`config.mk`:
```
export PLATFORM = sky130hd
export DESIGN_NAME = f2i_conv
export DESIGN_NICKNAME = d
export VERILOG_FILES = /design/src/rtl/f2i_pkg.sv /design/src/rtl/f2i_classify.sv /design/src/rtl/f2i_align.sv /design/src/rtl/f2i_round.sv /design/src/rtl/f2i_select.sv /design/src/rtl/f2i_conv.sv
export SDC_FILE = /design/constraint.sdc
export NUM_CORES = 1
export LEC_CHECK = 0
export ABC_AREA = 1
export CAP_MARGIN = 15
export CELL_PAD_IN_SITES_DETAIL_PLACEMENT = 1
export CELL_PAD_IN_SITES_GLOBAL_PLACEMENT = 2
export CORE_MARGIN = 5
export CORE_UTILIZATION = 28
export CTS_BUF_LIST = sky130_fd_sc_hd__clkbuf_4 sky130_fd_sc_hd__clkbuf_8
export DETAILED_ROUTE_END_ITERATION = 12
export GPL_TIMING_DRIVEN = 0
export PLACE_DENSITY_LB_ADDON = 0.2
export REMOVE_ABC_BUFFERS = 1
export SETUP_SLACK_MARGIN = 0.5
export SYNTH_ARGS = -nofsm -noshare
export SYNTH_HDL_FRONTEND = slang
export SYNTH_SLANG_ARGS = --single-unit
```
`constraint.sdc`:
```
create_clock -name clk -period 1.3 [get_ports clk]
set_input_delay 0.26 -clock clk [delete_from_list [all_inputs] [get_ports clk]]
set_output_delay 0.26 -clock clk [all_outputs]
set_load 0.1 [all_outputs]
```
`src/rtl/f2i_pkg.sv`:
```
package f2i_pkg;
  localparam int EXP_W    = 8;
  localparam int MAN_W    = 23;
  localparam int INT_W    = 32;
  localparam int EXP_BIAS = 127;

  typedef enum logic [1:0] {
    RM_NEAREST = 2'd0,
    RM_POS     = 2'd1,
    RM_NEG     = 2'd2,
    RM_ZERO    = 2'd3
  } rnd_mode_e;

  typedef struct packed {
    logic invalid;
    logic inexact;
    logic denorm;
  } cvt_flags_t;

  // operand classification shared between stages
  typedef struct packed {
    logic neg;     // sign bit
    logic nan;     // all-ones exponent with nonzero fraction
    logic big;     // exponent at or beyond the integer range limit
    logic mid;     // magnitude of one half up to the integer range
    logic tiny;    // nonzero and below one half
    logic denorm;  // zero exponent, nonzero fraction
  } fp_class_t;
endpackage

```
`src/rtl/f2i_classify.sv`:
```
module f2i_classify
  import f2i_pkg::*;
#(
  parameter int EW   = EXP_W,
  parameter int MW   = MAN_W,
  parameter int IW   = INT_W,
  parameter int BIAS = EXP_BIAS
) (
  input  logic [EW+MW:0]           value,
  output fp_class_t                cls,
  output logic [MW-1:0]            frac,
  output logic [$clog2(IW+1)-1:0]  shift
);
  localparam int SH_W     = $clog2(IW + 1);
  localparam int EXP_SAT  = BIAS + IW;      // first exponent past the range
  localparam int EXP_TOP  = BIAS + IW - 1;  // exponent with no fraction bits left
  localparam int EXP_HALF = BIAS - 1;       // exponent of one half

  logic [EW-1:0] expo;

  always_comb begin
    expo       = value[EW+MW-1:MW];
    frac       = value[MW-1:0];
    cls.neg    = value[EW+MW];
    cls.nan    = (&expo) && (|frac);
    cls.big    = expo >= EW'(EXP_SAT);
    cls.mid    = !cls.big && (expo >= EW'(EXP_HALF));
    cls.tiny   = (expo < EW'(EXP_HALF)) && ((|expo) || (|frac));
    cls.denorm = (expo == '0) && (|frac);
    shift      = cls.mid ? SH_W'(EXP_TOP - int'(expo)) : '0;
  end
endmodule

```
`src/rtl/f2i_align.sv`:
```
module f2i_align #(
  parameter int MW = f2i_pkg::MAN_W,
  parameter int IW = f2i_pkg::INT_W
) (
  input  logic [MW-1:0]            frac,
  input  logic [$clog2(IW+1)-1:0]  shift,
  output logic [IW-1:0]            int_part,
  output logic [IW-1:0]            rem
);
  localparam int PAD = IW - 1 - MW;

  logic [IW-1:0]   sig;
  logic [2*IW-1:0] wide;

  // significand with hidden one at the top; one wide shift yields the
  // integer part in the upper half and a left-aligned remainder below it
  always_comb begin
    sig      = {1'b1, frac, {PAD{1'b0}}};
    wide     = {sig, {IW{1'b0}}} >> shift;
    int_part = wide[2*IW-1:IW];
    rem      = wide[IW-1:0];
  end
endmodule

```
`src/rtl/f2i_round.sv`:
```
module f2i_round
  import f2i_pkg::*;
#(
  parameter int IW = INT_W
) (
  input  logic [IW-1:0] int_part,
  input  logic [IW-1:0] rem,
  input  rnd_mode_e     mode,
  input  logic          neg,
  output logic [IW:0]   mag,
  output logic          rem_nz
);
  logic [IW-1:0] incr;
  logic          carry;

  always_comb begin
    unique case (mode)
      RM_NEAREST: incr = {int_part[0], {(IW-1){~int_part[0]}}};
      RM_POS:     incr = neg ? '0 : '1;
      RM_NEG:     incr = neg ? '1 : '0;
      default:    incr = '0;
    endcase
    // rem + incr overflows exactly when rem exceeds the complement of incr
    carry  = rem > ~incr;
    mag    = {1'b0, int_part} + {{IW{1'b0}}, carry};
    rem_nz = |rem;
  end
endmodule

```
`src/rtl/f2i_select.sv`:
```
module f2i_select
  import f2i_pkg::*;
#(
  parameter int IW = INT_W
) (
  input  fp_class_t     cls,
  input  logic [IW:0]   mag,
  input  logic          rem_nz,
  input  rnd_mode_e     mode,
  input  logic          is_signed,
  output logic [IW-1:0] result,
  output cvt_flags_t    flags
);
  localparam logic [IW-1:0] SMAX = {1'b0, {(IW-1){1'b1}}};
  localparam logic [IW-1:0] SMIN = {1'b1, {(IW-1){1'b0}}};

  logic [IW:0] lim;

  always_comb begin
    result        = '0;
    flags.invalid = 1'b0;
    flags.inexact = 1'b0;
    flags.denorm  = cls.denorm;
    lim           = cls.neg ? {1'b0, SMIN} : {1'b0, SMAX};
    if (!is_signed && cls.big) begin
      result        = cls.neg ? '0 : '1;
      flags.invalid = 1'b1;
    end else if (is_signed && cls.nan) begin
      flags.invalid = 1'b1;
    end else if (is_signed && cls.big) begin
      result        = cls.neg ? SMIN : SMAX;
      flags.invalid = 1'b1;
    end else if (cls.mid) begin
      if (is_signed) begin
        if (mag > lim) begin
          result        = lim[IW-1:0];
          flags.invalid = 1'b1;
        end else begin
          result        = cls.neg ? -mag[IW-1:0] : mag[IW-1:0];
          flags.inexact = rem_nz;
        end
      end else if (cls.neg && (mag != '0)) begin
        flags.invalid = 1'b1;
      end else if (mag[IW]) begin
        result        = '1;
        flags.invalid = 1'b1;
      end else begin
        result        = mag[IW-1:0];
        flags.inexact = rem_nz;
      end
    end else if (cls.tiny) begin
      flags.inexact = 1'b1;
      if (mode == RM_POS && !cls.neg) begin
        result = IW'(1);
      end else if (mode == RM_NEG && cls.neg) begin
        if (is_signed) result = '1;
        else flags.invalid = 1'b1;
      end
    end
  end
endmodule

```
`src/rtl/f2i_conv.sv`:
```
module f2i_conv
  import f2i_pkg::*;
#(
  parameter int EW   = EXP_W,
  parameter int MW   = MAN_W,
  parameter int IW   = INT_W,
  parameter int BIAS = EXP_BIAS
) (
  input  logic             clk,
  input  logic             rst_n,
  input  logic             in_valid,
  output logic             in_ready,
  input  logic [EW+MW:0]   in_value,
  input  logic             in_signed,
  input  logic [1:0]       in_rmode,
  input  logic             in_trunc,
  output logic             out_valid,
  input  logic             out_ready,
  output logic [IW-1:0]    out_int,
  output logic             out_invalid,
  output logic             out_inexact,
  output logic             out_denorm
);
  localparam int SH_W    = $clog2(IW + 1);
  localparam int EXP_SAT = BIAS + IW;

  fp_class_t         cls;
  logic [MW-1:0]     frac;
  logic [SH_W-1:0]   shift;
  logic [IW-1:0]     int_part, rem, res_c;
  logic [IW:0]       mag;
  logic              rem_nz, fire;
  rnd_mode_e         mode_eff;
  cvt_flags_t        flags_c, flags_q;
  logic [IW-1:0]     res_q;
  logic              vld_q;

  assign mode_eff = in_trunc ? RM_ZERO : rnd_mode_e'(in_rmode);

  f2i_classify #(.EW(EW), .MW(MW), .IW(IW), .BIAS(BIAS)) u_classify (
    .value(in_value), .cls(cls), .frac(frac), .shift(shift));

  f2i_align #(.MW(MW), .IW(IW)) u_align (
    .frac(frac), .shift(shift), .int_part(int_part), .rem(rem));

  f2i_round #(.IW(IW)) u_round (
    .int_part(int_part), .rem(rem), .mode(mode_eff), .neg(cls.neg),
    .mag(mag), .rem_nz(rem_nz));

  f2i_select #(.IW(IW)) u_select (
    .cls(cls), .mag(mag), .rem_nz(rem_nz), .mode(mode_eff),
    .is_signed(in_signed), .result(res_c), .flags(flags_c));

  // single output register; a taken result frees the slot in the same cycle
  assign in_ready = !vld_q || out_ready;
  assign fire     = in_valid && in_ready;

  always_ff @(posedge clk or negedge rst_n) begin
    if (!rst_n) begin
      vld_q   <= 1'b0;
      res_q   <= '0;
      flags_q <= '0;
    end else begin
      if (in_ready) vld_q <= in_valid;
      if (fire) begin
        res_q   <= res_c;
        flags_q <= flags_c;
      end
    end
  end

  assign out_valid   = vld_q;
  assign out_int     = res_q;
  assign out_invalid = flags_q.invalid;
  assign out_inexact = flags_q.inexact;
  assign out_denorm  = flags_q.denorm;

  a_r1_empty_after_reset: assert property (@(posedge clk)
    !rst_n |=> !out_valid);

  a_r2_take_shows_next: assert property (@(posedge clk) disable iff (!rst_n)
    fire |=> out_valid);

  a_r2_hold_when_stalled: assert property (@(posedge clk) disable iff (!rst_n)
    out_valid && !out_ready |=> out_valid && $stable(out_int)
      && $stable(out_invalid) && $stable(out_inexact) && $stable(out_denorm));

  a_r5_unsigned_saturate: assert property (@(posedge clk) disable iff (!rst_n)
    fire && !in_signed && (in_value[EW+MW-1:MW] >= EW'(EXP_SAT))
      |=> out_invalid && (out_int == '0 || out_int == '1));

  a_r6_signed_nan_zero: assert property (@(posedge clk) disable iff (!rst_n)
    fire && in_signed && (&in_value[EW+MW-1:MW]) && (|in_value[MW-1:0])
      |=> out_invalid && out_int == '0);

  a_r8_unsigned_negative_zero: assert property (@(posedge clk) disable iff (!rst_n)
    fire && !in_signed && in_value[EW+MW] |=> out_int == '0);

  a_r10_denorm_flag: assert property (@(posedge clk) disable iff (!rst_n)
    fire && (in_value[EW+MW-1:MW] == '0) && (|in_value[MW-1:0]) |=> out_denorm);
endmodule

```
==> After elaboration in Yosys (flattened, before gate mapping) <==
Index checks and enable logic that the tools add are counted.
{ "totals": {"reg_bits": 36, "input_bits": 40, "output_inout_bits": 37, "word_cells": 80} }
{ "op_classes": {"n_addsub": 3, "n_lt_le_gt_ge": 5, "eq_ne": 2, "shifts": 1, "n_mux": 38, "bitwise_logic": 2, "reduce_logical": 24} }
{ "ops": {"columns": ["operator", "count"], "rows": [
  ["32-bit 2-to-1 mux", 17],
  ["32-bit one-hot mux with 3 select lines", 1],
  ["64-bit by 6-bit >> shifter with 64-bit output", 1],
  ["32-bit by 1-bit adder with 33-bit output", 1],
  ["33-bit greater-than comparator", 1],
  ["33-bit nonzero test", 1],
  ["32-bit greater-than comparator", 1],
  ["32-bit negator", 1],
  ["32-bit NOT", 1],
  ["32-bit OR reduction", 1],
  ["23-bit OR reduction", 1],
  ["1-bit 2-to-1 mux", 15],
  ["1-bit logical AND", 11],
  ["8-bit by 7-bit >= comparator with 1-bit output, second input constant", 1],
  ["8-bit >= comparator, second input constant", 1],
  ["8-bit logical NOT", 1],
  ["8-bit by 7-bit < comparator with 1-bit output, second input constant", 1],
  ["2-bit 2-to-1 mux", 4],
  ["8-bit AND reduction", 1],
  ["8-bit OR reduction", 1],
  ["6-bit 2-to-1 mux", 1],
  ["5-bit by 6-bit subtractor with 6-bit output, first input constant", 1],
  ["1-bit logical NOT", 4],
  ["2-bit by 1-bit == test with 1-bit output, second input constant", 1],
  ["4 further kinds", 5]
]} }

==> Logic depth before layout (Yosys ltp) <==
{ "logic_depth": {"word_depth": 18, "ltp_mapped": 61, "ltp_nobuf": 58} }

==> Hierarchy <==
Synthesis repeated with hierarchy kept, for this count alone.
{ "hier_totals": {"hier_cells": 1701, "hier_area_um2": 9385.3} }
{ "modules_own_cells": {"columns": ["module", "instances", "cells_per_inst", "area_each_um2", "seq_area_each_um2"], "rows": [
  ["f2i_select", 1, 704, 3444.6, 0.0],
  ["f2i_align", 1, 469, 2104.5, 0.0],
  ["f2i_round", 1, 272, 1676.6, 0.0],
  ["f2i_conv", 1, 158, 1610.3, 900.9],
  ["f2i_classify", 1, 98, 549.3, 0.0]
]} }

==> Least setup slack after synthesis <==
No wires, ideal clock.
{ "synth_timing": {"kind": "input -> register", "from": "input port in_value[23]", "to": "register res_q[15], in the netlist out_int[15]", "setup_time_ns": 0.078, "t_arrival_ns": 7.640, "t_required_ns": 1.222, "setup_slack_ns": -6.418, "stages": 53, "n_path_buf": 6, "path_cell_list": "clkbuf_1 -> clkbuf_1 -> inv_1 -> ha_1 -> inv_1 -> nor2_1 -> nand2_1 -> nand3_4 -> nand2_4 -> nor2_2 -> buf_2 -> buf_2 -> buf_1 -> a31oi_1 -> or2_2 -> nand2_1 -> nand2_1 -> ha_1 -> (+17 left out) -> a31oi_1 -> o211ai_1 -> nand2_1 -> nand2_1 -> a21oi_1 -> o21a_1 -> o21bai_1 -> nand2_1 -> inv_1 -> clkbuf_1 -> nor2_1 -> xnor2_1 -> nand2_1 -> nand3_1 -> nand2_1 -> nand2_1 -> nand2_1 -> a21oi_1"} }
{ "synth_between": {"elab_chain_len": 18, "word_cells_on_any_way": 35, "classes_between": "3 x add/sub; 5 x order compare; 1 x shift; 12 x mux; 2 x bitwise; 12 x reduce/logical"} }
{ "synth_lines": {"columns": ["item", "line_no", "text"], "rows": [
  ["start: declaration", "f2i_conv.sv:13", "input logic [EW+MW:0] in_value,"],
  ["8-bit >= comparator", "f2i_classify.sv:26", "cls.big = expo >= EW'(EXP_SAT);"],
  ["1-bit logical NOT", "f2i_classify.sv:27", "cls.mid = !cls.big && (expo >= EW'(EXP_HALF));"],
  ["1-bit logical AND", "f2i_classify.sv:27", null],
  ["6-bit 2-to-1 mux", "f2i_classify.sv:30", "shift = cls.mid ? SH_W'(EXP_TOP - int'(expo)) : '0;"],
  ["64-bit by 6-bit >> shifter with 64-bit output", "f2i_align.sv:19", "wide = {sig, {IW{1'b0}}} >> shift;"],
  ["1-bit NOT", "f2i_round.sv:18", "RM_NEAREST: incr = {int_part[0], {(IW-1){~int_part[0]}}};"],
  ["32-bit one-hot mux with 3 select lines", "f2i_round.sv:17", "unique case (mode)"],
  ["32-bit NOT", "f2i_round.sv:24", "carry = rem > ~incr;"],
  ["(+2 left out)", null, null],
  ["32-bit negator or 33-bit nonzero test (tied branches)", "f2i_select.sv:39, f2i_select.sv:42", null],
  ["32-bit 2-to-1 mux or 1-bit logical AND (tied branches)", "f2i_select.sv:39, f2i_select.sv:42", null],
  ["32-bit 2-to-1 mux (on tied branches)", "f2i_select.sv:35, f2i_select.sv:42", null],
  ["32-bit 2-to-1 mux", "f2i_select.sv:34", "if (is_signed) begin"],
  ["32-bit 2-to-1 mux", "f2i_select.sv:33", "end else if (cls.mid) begin"],
  ["32-bit 2-to-1 mux", "f2i_select.sv:30", "end else if (is_signed && cls.big) begin"],
  ["32-bit 2-to-1 mux", "f2i_select.sv:28", "end else if (is_signed && cls.nan) begin"],
  ["32-bit 2-to-1 mux (*)", "f2i_select.sv:25", "if (!is_signed && cls.big) begin"],
  ["end signal: assignment", "f2i_conv.sv:66", "res_q <= res_c;"],
  ["end: declaration", "f2i_conv.sv:35", "logic [IW-1:0] res_q;"]
]} }
Every way passes the cells marked *; elsewhere a longest branch is shown, timed or not.
A chain may end at the register's enable or synchronous reset.

==> Worst setup path after layout <==
Ends and elaborated chain as after synthesis.

==> qor.txt <==
Status: complete, but fails checks
Failing checks: hold timing, setup timing
Seq/Total Area, Yosys: 9.988%
FF+latch count, synth: 36
Total number of vias: 12390
Slew Limit Fails: 0
Critical path peak fanout: 8
Avg Inst Size Synth: 5.447 sq um
Multiplexer share of the synthesized area: 0%
Wirelength, routed: 47260 um
Drt initial violations: 1048
Met3 routed WL: 3017 um
Post-synth EDFFs: 0
Die area: 0.03590 sq mm
Clock latency on the worst-skew pair: 0.29 ns
Final period util: 593.5%
Critical path class: primary input to register
Layout cells sized above 1: 31.30%
Metal2 WL: 20790 um
Top FF cell, synth: dfrtp_1
Worst Setup SP: in_value[23]
CTS tree: built
Post-route cell area: 0.01374 sq mm
Post-Synth Adder-Cell Area: 9.017%
Power Density: 889.0 mW/mm^2
Final setup violation count: 34
GRT overflow: 0
Fin crit period: 7.716 ns
Cell variety after synth: 56
Critical path endpoint category: register
Reg power frac: 12.6%
Synth area leaders: nand2_1, nand3_1, dfrtp_1
Area Growth Syn to Fin: 52.28%
Rows: 65
Die width: 189.5 um
Clock tree buffer depth: 2
Top cell type's share of synthesized area: 22.56%
Sw frac: 55.65%
DRT Pass-1 Iters: 6
Ys async rst share: 100.0%
Largest stage delay on the critical path: 0.34 ns
Count leader, synth: nand2_1
Layout Utilization: 43.31%
Antenna violations before repair: 0
DRC viols: 0
P_sw: 6796 uW
Pleak: 0.006609 uW
VDD IR max: 710.0 uV
DP Wirelength: 30750 um
Core Region: 0.03172 sq mm
Syn Inst Count: 1656
Post-synthesis xor/xnor area fraction: 0.8739%
Final Hold Viols: 36
Max_cap viols: 0
Data arrival, critical path: 7.92 ns
TritonCTS Sinks: 36
Starting Density: 28.44%
Placed Area: 0.009962 sq mm
CP startpoint kind: primary input
Largest family of logic cells by synthesized area: simple AND/OR/NAND/NOR gates
Pin count of the biggest net entering global routing: 74
H-tree depth: 2
CP max stage cell: ha_4
Largest area contributor in the netlist: nand2_1
Setup TNS: -213.65 ns
Final ANT Viol Nets: 0
Final WS setup: -6.416 ns
Total Routing Usage GR: 24.40%
Synth cell count leaders: nand2_1, nand3_1, nor2_1
CTS hold repair buffers: 0
Synth Area in Compound Gates: 11.85%
Fillers: 4084
Final nets: 1957
Wire length per cell: 20.96 um
Total CTS buffers: 5
Worst Path Required: 1.50 ns
Hold Worst Slack: -0.03452 ns
First-pass GRT wire length: 70290 um
Mapped Area: 0.009020 sq mm
Antenna diode count: 0
Unrepaired setup endpoints after global routing: yes
Routed met1 length: 22460 um
Number of buffers added on ports: 76
Comb power frac: 78.6%
Placer Congestion: 0.8976
Int Pwr: 5415 uW
Yosys synthesis warning count: 0
Worst hold path class: primary input to async pin
Reg-to-Reg Start: out_valid
CTS clock-pin slew for the worst setup and hold paths: 0.07 ns
Simple-Gate Fraction of Synth Area: 57.86%
Slew HR: 26.08%
Via/cell ratio: 5.496
Root Driver: clkbuf_8
Top cell by count, worst path: nand2_1
Number of global-route vias before repair: 12010
Clk_skew: 0.006581 ns
Die height: 189.5 um
Top layer in use: met4
# IOs: 77
Slew @ Worst Pin: 1.109 ns
Maximum operating frequency: 129.6 MHz
Clock share of power: 8.8%
## power by group through the flow
stage               logic, uW  registers (uW)  clock network [uW]
floorplan                3380            2880                   0
global placement         6860            1440                   0
detailed placement       6990            1450                   0
CTS                      8960            1540                1110
global route            10200            1560                1150
finish                   9600            1540                1070
## worst max-delay path: cells and delay by family
kind	cells	cell delay, ns
adder cells (fa/ha/maj)	5	1.18
XOR/XNOR	1	0.13
AND/OR/NAND/NOR	31	3.61
buffers and inverters	10	1.13
AO/OA/AOI/OAI	12	1.60
## area by class of cell
type	instances	area [sq um]	share of cell area [%]
multi-input combinational	1411	8622	62.77
timing repair buffer	257	2940	21.41
sequential	36	902.1	6.568
inverter	137	600.6	4.372
tap	402	503.0	3.662
clock buffer	7	96.34	0.7014
timing repair inverter	4	41.29	0.3006
clock inverter	1	30.03	0.2186
## logic make-up after synthesis
logic type	Yosys count
flops	36
buf+inv	220
simple gates	1141
compound gates	185
xor+xnor	9
fa+ha+maj	65
## layout by cell type, fill, tap and decap left out, types with 15 or more instances in the layout
cell type  count
ha_4          19
nand2_4       26
nor2_1       155
nand3_2       48
ha_1          44
a21oi_2       17
nor2_4        23
buf_4        134
nand3_1      224
nor2_2        20
buf_12        54
nand3_4       15
o21ai_0       25
nand2_1      476
nand4_1       63
inv_2         38
inv_1         81
a21oi_1       64
nand2_2       54
dfrtp_1       35
buf_6         24
o21ai_1       15
## layer usage
layer,up-vias,global-route usage [%]
met4,0,4.174
met2,387,38.54
met3,54,3.116
met1,5986,35.99
li1,5966,-
met5,-,0
## worst paths after layout
check / to / slack (ns) / depth (start not counted)
worst max register to register: out_int[20] / -0.77 / 6
worst min-delay path: out_invalid / -0.03 / 1
worst max-delay path: out_int[15] / -6.42 / 59
max in group asynchronous: out_valid / 0.97 / 1
min in group clk: out_denorm / 0.42 / 4
worst min register to register: out_int[22] / 0.59 / 2
## timing repair
action                                  in CTS  in global routing
pin swaps                                  119                 78
resized for setup                          653                142
endpoints found under the hold margin        0                  0
cloned                                      17                  2
buffers inserted                           114                 58
endpoints found under the setup margin      73                 73
## registers in the layout, indices dropped and copies added (netlist names)
signal       count
out_int         32
out_denorm       1
out_inexact      1
out_invalid      1
out_valid        1
## through the flow
step | power (uW) | instances | worst slack, ns
CTS | 11600 | 2195 | -6.310
floorplan | 6260 | 1573 | -7.382
finish | 12210 | 2255 | -6.416
global route | 12940 | 2255 | -6.912
detailed placement | 8436 | 2056 | -11.67
global placement | 8306 | 2051 | -12.64
Note: power is estimated with default switching activity, not from simulation.
